`config.mk`:
```
export PLATFORM = sky130hd
export DESIGN_NAME = otp_boot_loader
export DESIGN_NICKNAME = d
export VERILOG_FILES = /design/src/rtl/otp_boot_pkg.sv /design/src/rtl/otp_rd_ptr.sv /design/src/rtl/otp_hdr_collect.sv /design/src/rtl/otp_boot_seq.sv /design/src/rtl/otp_boot_loader.sv
export SDC_FILE = /design/constraint.sdc
export NUM_CORES = 1
export LEC_CHECK = 0
export CAP_MARGIN = 10
export CORE_ASPECT_RATIO = 0.7
export CORE_MARGIN = 2
export CORE_UTILIZATION = 25
export CTS_CLUSTER_SIZE = 16
export DETAILED_ROUTE_END_ITERATION = 10
export SLEW_MARGIN = 40
export SYNTH_ARGS = -nofsm -noshare
export SYNTH_HDL_FRONTEND = slang
export SYNTH_SLANG_ARGS = --single-unit
```
`constraint.sdc`:
```
create_clock -name clk -period 2.81 [get_ports clk]
set_input_delay 0.4215 -clock clk [delete_from_list [all_inputs] [get_ports clk]]
set_output_delay 0.4215 -clock clk [all_outputs]
set_load 0.02 [all_outputs]
```
`src/rtl/otp_boot_pkg.sv`:
```
// Shared types and constants for the boot stream loader.
// Assumes a fixed 16-byte little-endian header with 32-bit fields.
package otp_boot_pkg;
    localparam int WORD_W    = 32;
    localparam int HDR_BYTES = 16;
    localparam int DEST_OFS  = 4;
    localparam int CNT_OFS   = 8;

    typedef enum logic [2:0] {
        ST_IDLE, ST_HREQ, ST_HCAP, ST_EVAL,
        ST_PREQ, ST_PCAP, ST_DONE, ST_FAIL
    } boot_st_e;

    typedef struct packed {
        logic              last;
        logic [WORD_W-1:0] dest;
        logic [WORD_W-1:0] count;
    } blk_hdr_t;
endpackage

```
`src/rtl/otp_rd_ptr.sv`:
```
// ROM byte pointer with public-window bound.
// Loads page*PAGE_BYTES on request, steps by one per read, and flags
// when the next read would fall beyond the last public page.
module otp_rd_ptr #(
    parameter int PAGE_IDX_W = 8,
    parameter int PAGE_BYTES = 16,
    parameter int LAST_PAGE  = 'hDF
) (
    input  logic                                     clk,
    input  logic                                     rst_n,
    input  logic                                     load,
    input  logic [PAGE_IDX_W-1:0]                    load_page,
    input  logic                                     step,
    output logic [PAGE_IDX_W+$clog2(PAGE_BYTES)-1:0] rom_addr,
    output logic                                     past_end,
    output logic                                     page_bad
);
    localparam int OFS_W  = $clog2(PAGE_BYTES);
    localparam int ROM_AW = PAGE_IDX_W + OFS_W;
    localparam int PW     = ROM_AW + 1;
    localparam int LIMIT  = (LAST_PAGE + 1) * PAGE_BYTES - 1;

    logic [PW-1:0] ptr_q;

    // Pointer register: load at start, advance per issued read.
    always_ff @(posedge clk) begin
        if (!rst_n)
            ptr_q <= '0;
        else if (load)
            ptr_q <= {1'b0, load_page, {OFS_W{1'b0}}};
        else if (step)
            ptr_q <= ptr_q + 1'b1;
    end

    assign rom_addr = ptr_q[ROM_AW-1:0];
    assign past_end = (ptr_q > PW'(LIMIT));
    assign page_bad = (load_page > PAGE_IDX_W'(LAST_PAGE));

    AST_RD_IN_WINDOW: assert property (@(posedge clk) disable iff (!rst_n)
        step |-> (ptr_q <= PW'(LIMIT)));
endmodule

```
`src/rtl/otp_hdr_collect.sv`:
```
// Header field collector.
// Counts incoming header bytes and latches the destination, count and
// final flag from their fixed little-endian byte lanes; other bytes
// are dropped. Assumes bytes arrive in stream order after each clear.
module otp_hdr_collect
    import otp_boot_pkg::*;
#(
    parameter int FLAG_BIT = 15
) (
    input  logic       clk,
    input  logic       rst_n,
    input  logic       clr,
    input  logic       cap,
    input  logic [7:0] byte_in,
    output blk_hdr_t   hdr,
    output logic       last_byte
);
    localparam int IDX_W    = $clog2(HDR_BYTES);
    localparam int FLAG_BYT = FLAG_BIT / 8;
    localparam int FLAG_POS = FLAG_BIT % 8;
    localparam int LANES    = WORD_W / 8;

    logic [IDX_W-1:0]  idx_q;
    logic [WORD_W-1:0] dest_q;
    logic [WORD_W-1:0] cnt_q;
    logic              last_q;

    // Byte index within the current header.
    always_ff @(posedge clk) begin
        if (!rst_n || clr)
            idx_q <= '0;
        else if (cap)
            idx_q <= idx_q + 1'b1;
    end

    // Final flag latched from its byte lane.
    always_ff @(posedge clk) begin
        if (!rst_n)
            last_q <= 1'b0;
        else if (cap && idx_q == IDX_W'(FLAG_BYT))
            last_q <= byte_in[FLAG_POS];
    end

    for (genvar g = 0; g < LANES; g++) begin : g_lane
        // Destination byte lane g.
        always_ff @(posedge clk) begin
            if (!rst_n)
                dest_q[8*g +: 8] <= '0;
            else if (cap && idx_q == IDX_W'(DEST_OFS + g))
                dest_q[8*g +: 8] <= byte_in;
        end
        // Count byte lane g.
        always_ff @(posedge clk) begin
            if (!rst_n)
                cnt_q[8*g +: 8] <= '0;
            else if (cap && idx_q == IDX_W'(CNT_OFS + g))
                cnt_q[8*g +: 8] <= byte_in;
        end
    end

    assign last_byte  = (idx_q == IDX_W'(HDR_BYTES - 1));
    assign hdr.last   = last_q;
    assign hdr.dest   = dest_q;
    assign hdr.count  = cnt_q;

    AST_HDR_CLR_ZERO: assert property (@(posedge clk) disable iff (!rst_n)
        clr |=> (idx_q == '0));
endmodule

```
`src/rtl/otp_boot_seq.sv`:
```
// Load sequencer.
// Walks header and payload bytes two cycles each (read, capture),
// drives the byte-write port, and stops in done or fail.
// Assumes a one-cycle ROM read latency.
module otp_boot_seq
    import otp_boot_pkg::*;
(
    input  logic              clk,
    input  logic              rst_n,
    input  logic              start,
    input  logic              page_bad,
    input  logic              past_end,
    input  blk_hdr_t          hdr,
    input  logic              hdr_full,
    input  logic [WORD_W-1:0] entry_vec,
    input  logic [7:0]        rom_data,
    output logic              ptr_load,
    output logic              ptr_step,
    output logic              hdr_clr,
    output logic              hdr_cap,
    output logic              wr_en,
    output logic [WORD_W-1:0] wr_addr,
    output logic [7:0]        wr_data,
    output logic              busy,
    output logic              done,
    output logic              error,
    output logic [WORD_W-1:0] jump_addr
);
    boot_st_e          st_q, st_d;
    logic [WORD_W-1:0] remain_q;
    logic [WORD_W-1:0] waddr_q;
    logic              fin_q;
    logic [WORD_W-1:0] jump_q;
    logic              idle_like;

    assign idle_like = (st_q == ST_IDLE) || (st_q == ST_DONE) || (st_q == ST_FAIL);

    // Next-state and control strobes.
    always_comb begin
        st_d     = st_q;
        ptr_load = 1'b0;
        ptr_step = 1'b0;
        hdr_clr  = 1'b0;
        hdr_cap  = 1'b0;
        wr_en    = 1'b0;
        case (st_q)
            ST_IDLE, ST_DONE, ST_FAIL: begin
                if (start) begin
                    ptr_load = 1'b1;
                    hdr_clr  = 1'b1;
                    st_d     = page_bad ? ST_FAIL : ST_HREQ;
                end
            end
            ST_HREQ: begin
                ptr_step = !past_end;
                st_d     = past_end ? ST_FAIL : ST_HCAP;
            end
            ST_HCAP: begin
                hdr_cap = 1'b1;
                st_d    = hdr_full ? ST_EVAL : ST_HREQ;
            end
            ST_EVAL: begin
                hdr_clr = 1'b1;
                if (hdr.count == '0)
                    st_d = hdr.last ? ST_DONE : ST_HREQ;
                else
                    st_d = ST_PREQ;
            end
            ST_PREQ: begin
                ptr_step = !past_end;
                st_d     = past_end ? ST_FAIL : ST_PCAP;
            end
            ST_PCAP: begin
                wr_en = 1'b1;
                if (remain_q == WORD_W'(1))
                    st_d = fin_q ? ST_DONE : ST_HREQ;
                else
                    st_d = ST_PREQ;
            end
            default: st_d = ST_IDLE;
        endcase
    end

    // State register.
    always_ff @(posedge clk) begin
        if (!rst_n)
            st_q <= ST_IDLE;
        else
            st_q <= st_d;
    end

    // Block bookkeeping: destination, remaining count, final flag.
    always_ff @(posedge clk) begin
        if (!rst_n) begin
            remain_q <= '0;
            waddr_q  <= '0;
            fin_q    <= 1'b0;
        end else if (st_q == ST_EVAL) begin
            remain_q <= hdr.count;
            waddr_q  <= hdr.dest;
            fin_q    <= hdr.last;
        end else if (st_q == ST_PCAP) begin
            remain_q <= remain_q - 1'b1;
            waddr_q  <= waddr_q + 1'b1;
        end
    end

    // Jump address captured on entry to done.
    always_ff @(posedge clk) begin
        if (!rst_n)
            jump_q <= '0;
        else if (st_d == ST_DONE && st_q != ST_DONE)
            jump_q <= entry_vec;
    end

    assign wr_addr   = waddr_q;
    assign wr_data   = rom_data;
    assign busy      = !idle_like;
    assign done      = (st_q == ST_DONE);
    assign error     = (st_q == ST_FAIL);
    assign jump_addr = jump_q;

    AST_DONE_ERR_EXCL: assert property (@(posedge clk) disable iff (!rst_n)
        !(done && error));
    AST_QUIET_STOPPED: assert property (@(posedge clk) disable iff (!rst_n)
        (done || error) |-> (!ptr_step && !wr_en));
    AST_WR_AFTER_RD: assert property (@(posedge clk) disable iff (!rst_n)
        wr_en |-> $past(ptr_step));
    AST_JUMP_HELD: assert property (@(posedge clk) disable iff (!rst_n)
        (done && $past(done)) |-> $stable(jump_addr));
    AST_BUSY_KEEPS: assert property (@(posedge clk) disable iff (!rst_n)
        (busy && start && !(wr_en && remain_q == WORD_W'(1) && fin_q)) |=> !done || busy || error);
endmodule

```
`src/rtl/otp_boot_loader.sv`:
```
// Top level of the boot stream loader.
// Connects the ROM pointer, header collector and sequencer.
// Assumes a synchronous ROM returning rom_data one cycle after rom_rd.
module otp_boot_loader
    import otp_boot_pkg::*;
#(
    parameter int PAGE_IDX_W = 8,
    parameter int PAGE_BYTES = 16,
    parameter int LAST_PAGE  = 'hDF,
    parameter int FLAG_BIT   = 15
) (
    input  logic                                     clk,
    input  logic                                     rst_n,
    input  logic                                     start,
    input  logic [PAGE_IDX_W-1:0]                    start_page,
    input  logic [WORD_W-1:0]                        entry_vec,
    output logic                                     rom_rd,
    output logic [PAGE_IDX_W+$clog2(PAGE_BYTES)-1:0] rom_addr,
    input  logic [7:0]                               rom_data,
    output logic                                     wr_en,
    output logic [WORD_W-1:0]                        wr_addr,
    output logic [7:0]                               wr_data,
    output logic                                     busy,
    output logic                                     done,
    output logic                                     error,
    output logic [WORD_W-1:0]                        jump_addr
);
    localparam int OFS_W = $clog2(PAGE_BYTES);

    logic     ptr_load, ptr_step, past_end, page_bad;
    logic     hdr_clr, hdr_cap, hdr_full;
    blk_hdr_t hdr;

    otp_rd_ptr #(
        .PAGE_IDX_W (PAGE_IDX_W),
        .PAGE_BYTES (PAGE_BYTES),
        .LAST_PAGE  (LAST_PAGE)
    ) u_ptr (
        .clk       (clk),
        .rst_n     (rst_n),
        .load      (ptr_load),
        .load_page (start_page),
        .step      (ptr_step),
        .rom_addr  (rom_addr),
        .past_end  (past_end),
        .page_bad  (page_bad)
    );

    otp_hdr_collect #(
        .FLAG_BIT (FLAG_BIT)
    ) u_hdr (
        .clk       (clk),
        .rst_n     (rst_n),
        .clr       (hdr_clr),
        .cap       (hdr_cap),
        .byte_in   (rom_data),
        .hdr       (hdr),
        .last_byte (hdr_full)
    );

    otp_boot_seq u_seq (
        .clk       (clk),
        .rst_n     (rst_n),
        .start     (start),
        .page_bad  (page_bad),
        .past_end  (past_end),
        .hdr       (hdr),
        .hdr_full  (hdr_full),
        .entry_vec (entry_vec),
        .rom_data  (rom_data),
        .ptr_load  (ptr_load),
        .ptr_step  (ptr_step),
        .hdr_clr   (hdr_clr),
        .hdr_cap   (hdr_cap),
        .wr_en     (wr_en),
        .wr_addr   (wr_addr),
        .wr_data   (wr_data),
        .busy      (busy),
        .done      (done),
        .error     (error),
        .jump_addr (jump_addr)
    );

    assign rom_rd = ptr_step;

    AST_FIRST_READ: assert property (@(posedge clk) disable iff (!rst_n)
        $rose(busy) |-> (rom_rd && rom_addr == {$past(start_page), {OFS_W{1'b0}}}));
endmodule

```
[Word-level counts from Yosys, hierarchy flattened]
Index checks and enable logic that the tools add are counted.
Cells by class
  add/subtract/negate cells: 4
  order comparisons: 2
  equal/unequal tests: 20
  mux-type cells: 22
  bitwise operators: 1
  reductions and logical operators: 23
Operator list (count)
  32-bit two-way mux: 4
  32-bit by 1-bit adder with 32-bit output, second input constant: 1
  32-bit by 1-bit == test with 1-bit output, second input constant: 1
  32-bit zero test: 1
  32-bit by 1-bit subtractor with 32-bit output, second input constant: 1
  12-bit two-way mux: 2
  3-bit two-way mux: 7
  4-bit == test, second input constant: 5
  3-bit one-hot mux with 6 select lines: 1
  4-bit by 3-bit == test with 1-bit output, second input constant: 4
  3-bit == test, second input constant: 5
  13-bit by 1-bit adder with 13-bit output, second input constant: 1
  13-bit by 12-bit > comparator with 1-bit output, second input constant: 1
  1-bit logical AND: 10
  8-bit > comparator, second input constant: 1
  3-bit by 2-bit == test with 1-bit output, second input constant: 2
  1-bit two-way mux: 5
  4-bit by 1-bit adder with 4-bit output, second input constant: 1
  4-bit by 1-bit == test with 1-bit output, second input constant: 1
  2-bit two-way mux: 2
  2-bit nonzero test: 2
  2-bit OR reduction: 2
  3-bit by 1-bit == test with 1-bit output, second input constant: 1
  1-bit zero test: 3
  6 further kinds: 8
Word-level totals
  bits in registers: 182
  input port bits: 51
  output and inout port bits: 89
  logic and storage cells: 89

[Longest topological paths before layout]
  depth after elaboration: 6
  mapped depth: 9

[Hierarchy]
Synthesis repeated with hierarchy kept, for this count alone.
Second synthesis, totals
  cells, all modules: 1047
  area total of the unflattened synthesis: 8971.1 um^2
By module, submodules not included
  otp_boot_seq: times used 1, cells an instance 701, area an instance 5517.8 um^2, seq. area each 2001.9 um^2
  otp_hdr_collect: times used 1, cells an instance 256, area an instance 2695.1 um^2, seq. area each 1381.3 um^2
  otp_rd_ptr: times used 1, cells an instance 90, area an instance 758.2 um^2, seq. area each 260.2 um^2

[Least setup slack after synthesis]
No wires, ideal clock.
  path kind: reg2reg
  from: register u_seq.waddr_q[0] (netlist: u_seq.wr_addr[0])
  to: register u_seq.waddr_q[30] (netlist: u_seq.wr_addr[30])
  library setup time: 0.074 ns
  arrival time: 1.960 ns
  required time: 2.736 ns
  slack: 0.776 ns
  cell stages (with the launch flop): 8
  path buffers: 1
  path through: dfxtp_1 > ha_1 > and3_1 > and2_1 > buf_2 > nand4_2 > or4_1 > a31oi_1
On the way
  cells in the longest elaborated chain, start to end: 3
RTL lines
  start, declared: RTL line otp_boot_seq.sv:31  | logic [WORD_W-1:0] waddr_q;
  start signal, assigned: RTL line otp_boot_seq.sv:100  | waddr_q <= hdr.dest;
  start signal, assigned: RTL line otp_boot_seq.sv:104  | waddr_q <= waddr_q + 1'b1;
  32-bit by 1-bit adder with 32-bit output: RTL line otp_boot_seq.sv:104
  32-bit two-way mux: RTL line otp_boot_seq.sv:102  | end else if (st_q == ST_PCAP) begin
  32-bit two-way mux: RTL line otp_boot_seq.sv:98  | end else if (st_q == ST_EVAL) begin
No other way between the ends. The select of a mux whose other input is x is not followed.
A chain may end at the register's enable or synchronous reset.

[Worst setup path after layout]
  from: register u_seq.st_q[2]
  to: output wr_en
On the way
  cells in the longest elaborated chain, start to end: 2
RTL lines
  start, declared: RTL line otp_boot_seq.sv:29  | boot_st_e st_q, st_d;
  start signal, assigned: RTL line otp_boot_seq.sv:89  | st_q <= st_d;
  3-bit == test: RTL line otp_boot_seq.sv:46  | case (st_q)
  1-bit two-way mux: RTL line otp_boot_seq.sv:46
  end, declared: RTL line otp_boot_loader.sv:20  | output logic wr_en,
No other way between the ends.

==> metrics.log <==
[metrics] kind of critical path: reg2out
[metrics] worst max-slew margin expressed relative to the limit: 50.3%
[metrics] most frequent cells after synthesis: dfxtp_1 (182), nand2_1 (153), a21oi_1 (152)
[metrics] endpoint kind of the worst setup timing path: output port
[metrics] Inserted Diodes: 0
[metrics] source of the worst register-to-register timing path: u_seq.wr_addr[9]
[metrics] WP data arrival: 2.13 ns
[metrics] share of synthesized area occupied by flip-flops and latches: 41.8%
[metrics] Synth Register Bits: 182
[metrics] area growth from synthesis to layout: 27.9%
[metrics] clock sinks: 182
[metrics] drt via density: 5.22
[metrics] Initial Util: 25.3%
[metrics] layout cell share with drive strength beyond 1: 8.42%
[metrics] clock slew seen by the registers of the worst setup and hold paths: 0.08 ns
[metrics] CP startpoint: u_seq.st_q[2]
[metrics] Sum Neg Setup Slack: 0 ns
[metrics] detailed-route wire length per cell: 17.0 um
[metrics] layer carrying the most global-route usage: met1
[metrics] number of pins exceeding their max-slew limit in the final report: 0
[metrics] Num CTS Buffers: 17
[metrics] DIE AREA: 0.0364 mm^2
[metrics] smallest hold slack: 0.457 ns
[metrics] fraction of registers with async set or reset after synthesis: 0%
[metrics] Antenna Violating Nets Remaining: 0
[metrics] nets@finish: 1269
[metrics] total vias in the final route: 8845
[metrics] floorplan core area: 0.0345 mm^2
[metrics] library cell used as clock root buffer: clkbuf_16
[metrics] unrepaired setup endpoints after global routing: false
[metrics] total count of hold-check failures in the final report: 0
[metrics] worst path required time: 2.39 ns
[metrics] Die Y-Extent: 160 um
[metrics] post-route minimum period: 2.55 ns
[metrics] # rows: 57
[metrics] source-to-sink clock delay at the later pin of the worst-skew pair: 0.45 ns
[metrics] Die X-Extent: 227 um
[metrics] number of iterations in the first detailed-routing pass: 5
[metrics] total of endpoints with negative setup slack in the final report: 0
[metrics] Cell Area, Synth: 0.00872 mm^2
[metrics] final RePlAce weighted congestion: 0.817
[metrics] count of pins on the block boundary: 140
[metrics] mean instance size in the synthesized netlist: 7.85 um^2
[metrics] Detailed Route Iter0 Violations: 777
[metrics] total routed wirelength: 28.8 mm
[metrics] Setup crit start kind: flop
[metrics] HPWL reported at the end of detailed placement: 19.7 mm
[metrics] highest ir drop seen on vdd: 0.000413 V
[metrics] power consumption: 7.68 mW
[metrics] number of enable-type register cells in the synthesized netlist: 0
[metrics] gate count of the mapped netlist: 1111
[metrics] maximum achievable frequency: 392 MHz
[metrics] main area contributors after synthesis: dfxtp_1 (42%), a21oi_1 (8.7%), nand3_1 (7.1%)
[metrics] total power per unit cell area: 688 mW/mm^2
[metrics] worst clock skew: 0.0143 ns
[metrics] wire length of the first global-routing pass: 44.9 mm
[metrics] number of maximum-capacitance constraint violations: 0
[metrics] leakage power: 3.53 nW
[metrics] pin count of the biggest net entering global routing: 117
[metrics] largest fanout on the critical path: 18
[metrics] GRT Resource Usage Total: 15.6%
[metrics] startpoint of the tightest hold check path: u_hdr.hdr[37]
[metrics] Top FF cell, synth: dfxtp_1
[metrics] CTS H-Tree Depth: 4
[metrics] count of distinct cell types in the synthesized netlist: 69
[metrics] sequential standard cell area: 0.00364 mm^2
[metrics] number of warnings reported in the yosys synthesis log: 0
[metrics] met1 track utilization from global routing: 24.3%
[metrics] cell type contributing the most total cell area after synthesis: dfxtp_1
[metrics] Layout fillers: 3631
[metrics] count leader, synth: dfxtp_1
[metrics] TritonCTS clock tree: yes
[metrics] number of antenna violations at the first check in global routing: 0
[metrics] final global-route overflow total: 0
[metrics] Post-route DRC: 0
[metrics] outcome: completed
[metrics] path class of the lowest-slack min-delay path: reg2reg
[metrics] pin slew with the least headroom to its limit: 0.745 ns
[metrics] via count of the first global-routing pass: 7865
[metrics] area of combinational cells with multiple inputs: 0.00451 mm^2
[metrics] fraction of the cycle the final worst path needs: 90.8%
[metrics] final core utilization: 32.3%
[metrics] total of buffers placed on input and output ports: 139
[metrics] M3 GR Usage: 3.86%
[metrics] met2 GRT Util: 21.1%
[metrics] Post-Synthesis Net Count: 1170
[metrics] buffer levels on the longest clock path: 2
[metrics] Yosys top cell area share: 41.8%
## power by group
part           leakage (nW)  internal, mW  switching, mW  total, mW
Sequential             1.47          2.73          0.197       2.93
Combinational          1.78         0.896           1.45       2.34
Clock                 0.281          1.20           1.20       2.41
Total                  3.53          4.83           2.85       7.68
## registers in the layout, summed over array words and instances, names as in the netlist
| name | flops |
|---|---|
| u_hdr.last_q | 1 |
| u_seq.wr_addr | 32 |
| u_seq.fin_q | 1 |
| u_seq.st_q | 3 |
| u_seq.remain_q | 32 |
| u_hdr.idx_q | 4 |
| u_ptr.ptr_q | 13 |
| u_seq.jump_addr | 32 |
| u_hdr.hdr | 64 |
## worst max-delay path, stage by stage, from the launching register on
cell	delay, ns
dfxtp_1	0.45
nand3b_1	0.16
inv_2	0.36
clkdlybuf4s50_1	0.70
## cell usage in the layout (no fill, tap or decap), types with 4 or more instances in the layout
cell               n
inv_6              4
a221oi_1           8
nand2_1          153
xor2_1             5
inv_1             12
o21ai_1           12
a22oi_1            9
ha_1               8
mux2_2             5
nor4_1            24
buf_4             46
o211ai_1          14
or3_1             17
and3_1             7
dfxtp_1          182
or4_1              9
a21oi_1          152
o311ai_0           6
clkbuf_16         17
a211oi_1           6
nand4_1           23
nor2_1            54
nor3_1            13
nor4b_1            4
clkdlybuf4s50_1  138
a31oi_1           27
o31ai_1            4
a32oi_1            4
o21ai_0           46
xnor2_1            9
and2_1             8
o21a_1             4
nand3_1          123
nor3b_1            4
and4_1             4
## cells by family after synthesis
| logic type | share of synthesized area, % |
|---|---|
| flip-flops | 41.8 |
| XOR/XNOR | 1.41 |
| adder cells (fa/ha/maj) | 1.15 |
| AND/OR/NAND/NOR | 27.4 |
| multiplexers | 0.876 |
| AO/OA/AOI/OAI | 20.8 |
| buffers and inverters | 6.63 |
## worst paths after layout
kind                  endpoint  slack, ns  cells past startpoint
min reg2reg      u_hdr.hdr[37]       0.46                      2
max                      wr_en       0.26                      3
max reg2reg  u_seq.wr_addr[30]       0.44                      5
min              u_hdr.hdr[37]       0.46                      2
## area by class of cell
| type | count | share of cell area, % |
|---|---|---|
| repair buffers | 187 | 15.9 |
| well taps | 472 | 5.30 |
| clock inverters | 13 | 1.22 |
| flip-flops and latches | 182 | 32.7 |
| multi-input cells | 808 | 40.4 |
| clock buffers | 19 | 3.97 |
| inverters | 14 | 0.494 |
## what timing repair did
item,CTS,global route
endpoints found under the setup margin,1,0
resized for setup,1,0
hold endpoints to repair,0,0
buffers inserted,0,0
hold buffers,0,0
## metrics by stage
| step | std cells | cell area [um^2] | setup slack, ns |
|---|---|---|---|
| after floorplan | 1111 | 8720 | 0.776 |
| after detailed placement | 1663 | 10600 | 0.515 |
| after CTS | 1695 | 11200 | 0.267 |
| after global routing | 1695 | 11200 | 0.144 |
| after global placement | 1663 | 10600 | 0.503 |
| final | 1695 | 11200 | 0.257 |
## routing by layer
| layer | wire length, um | vias to the layer above |
|---|---|---|
| li1 | - | 4256 |
| met1 | 14600 | 4244 |
| met2 | 11800 | 319 |
| met3 | 2160 | 26 |
| met4 | 336 | 0 |
| met5 | 0 | - |
(Power assumes the default switching activity.)
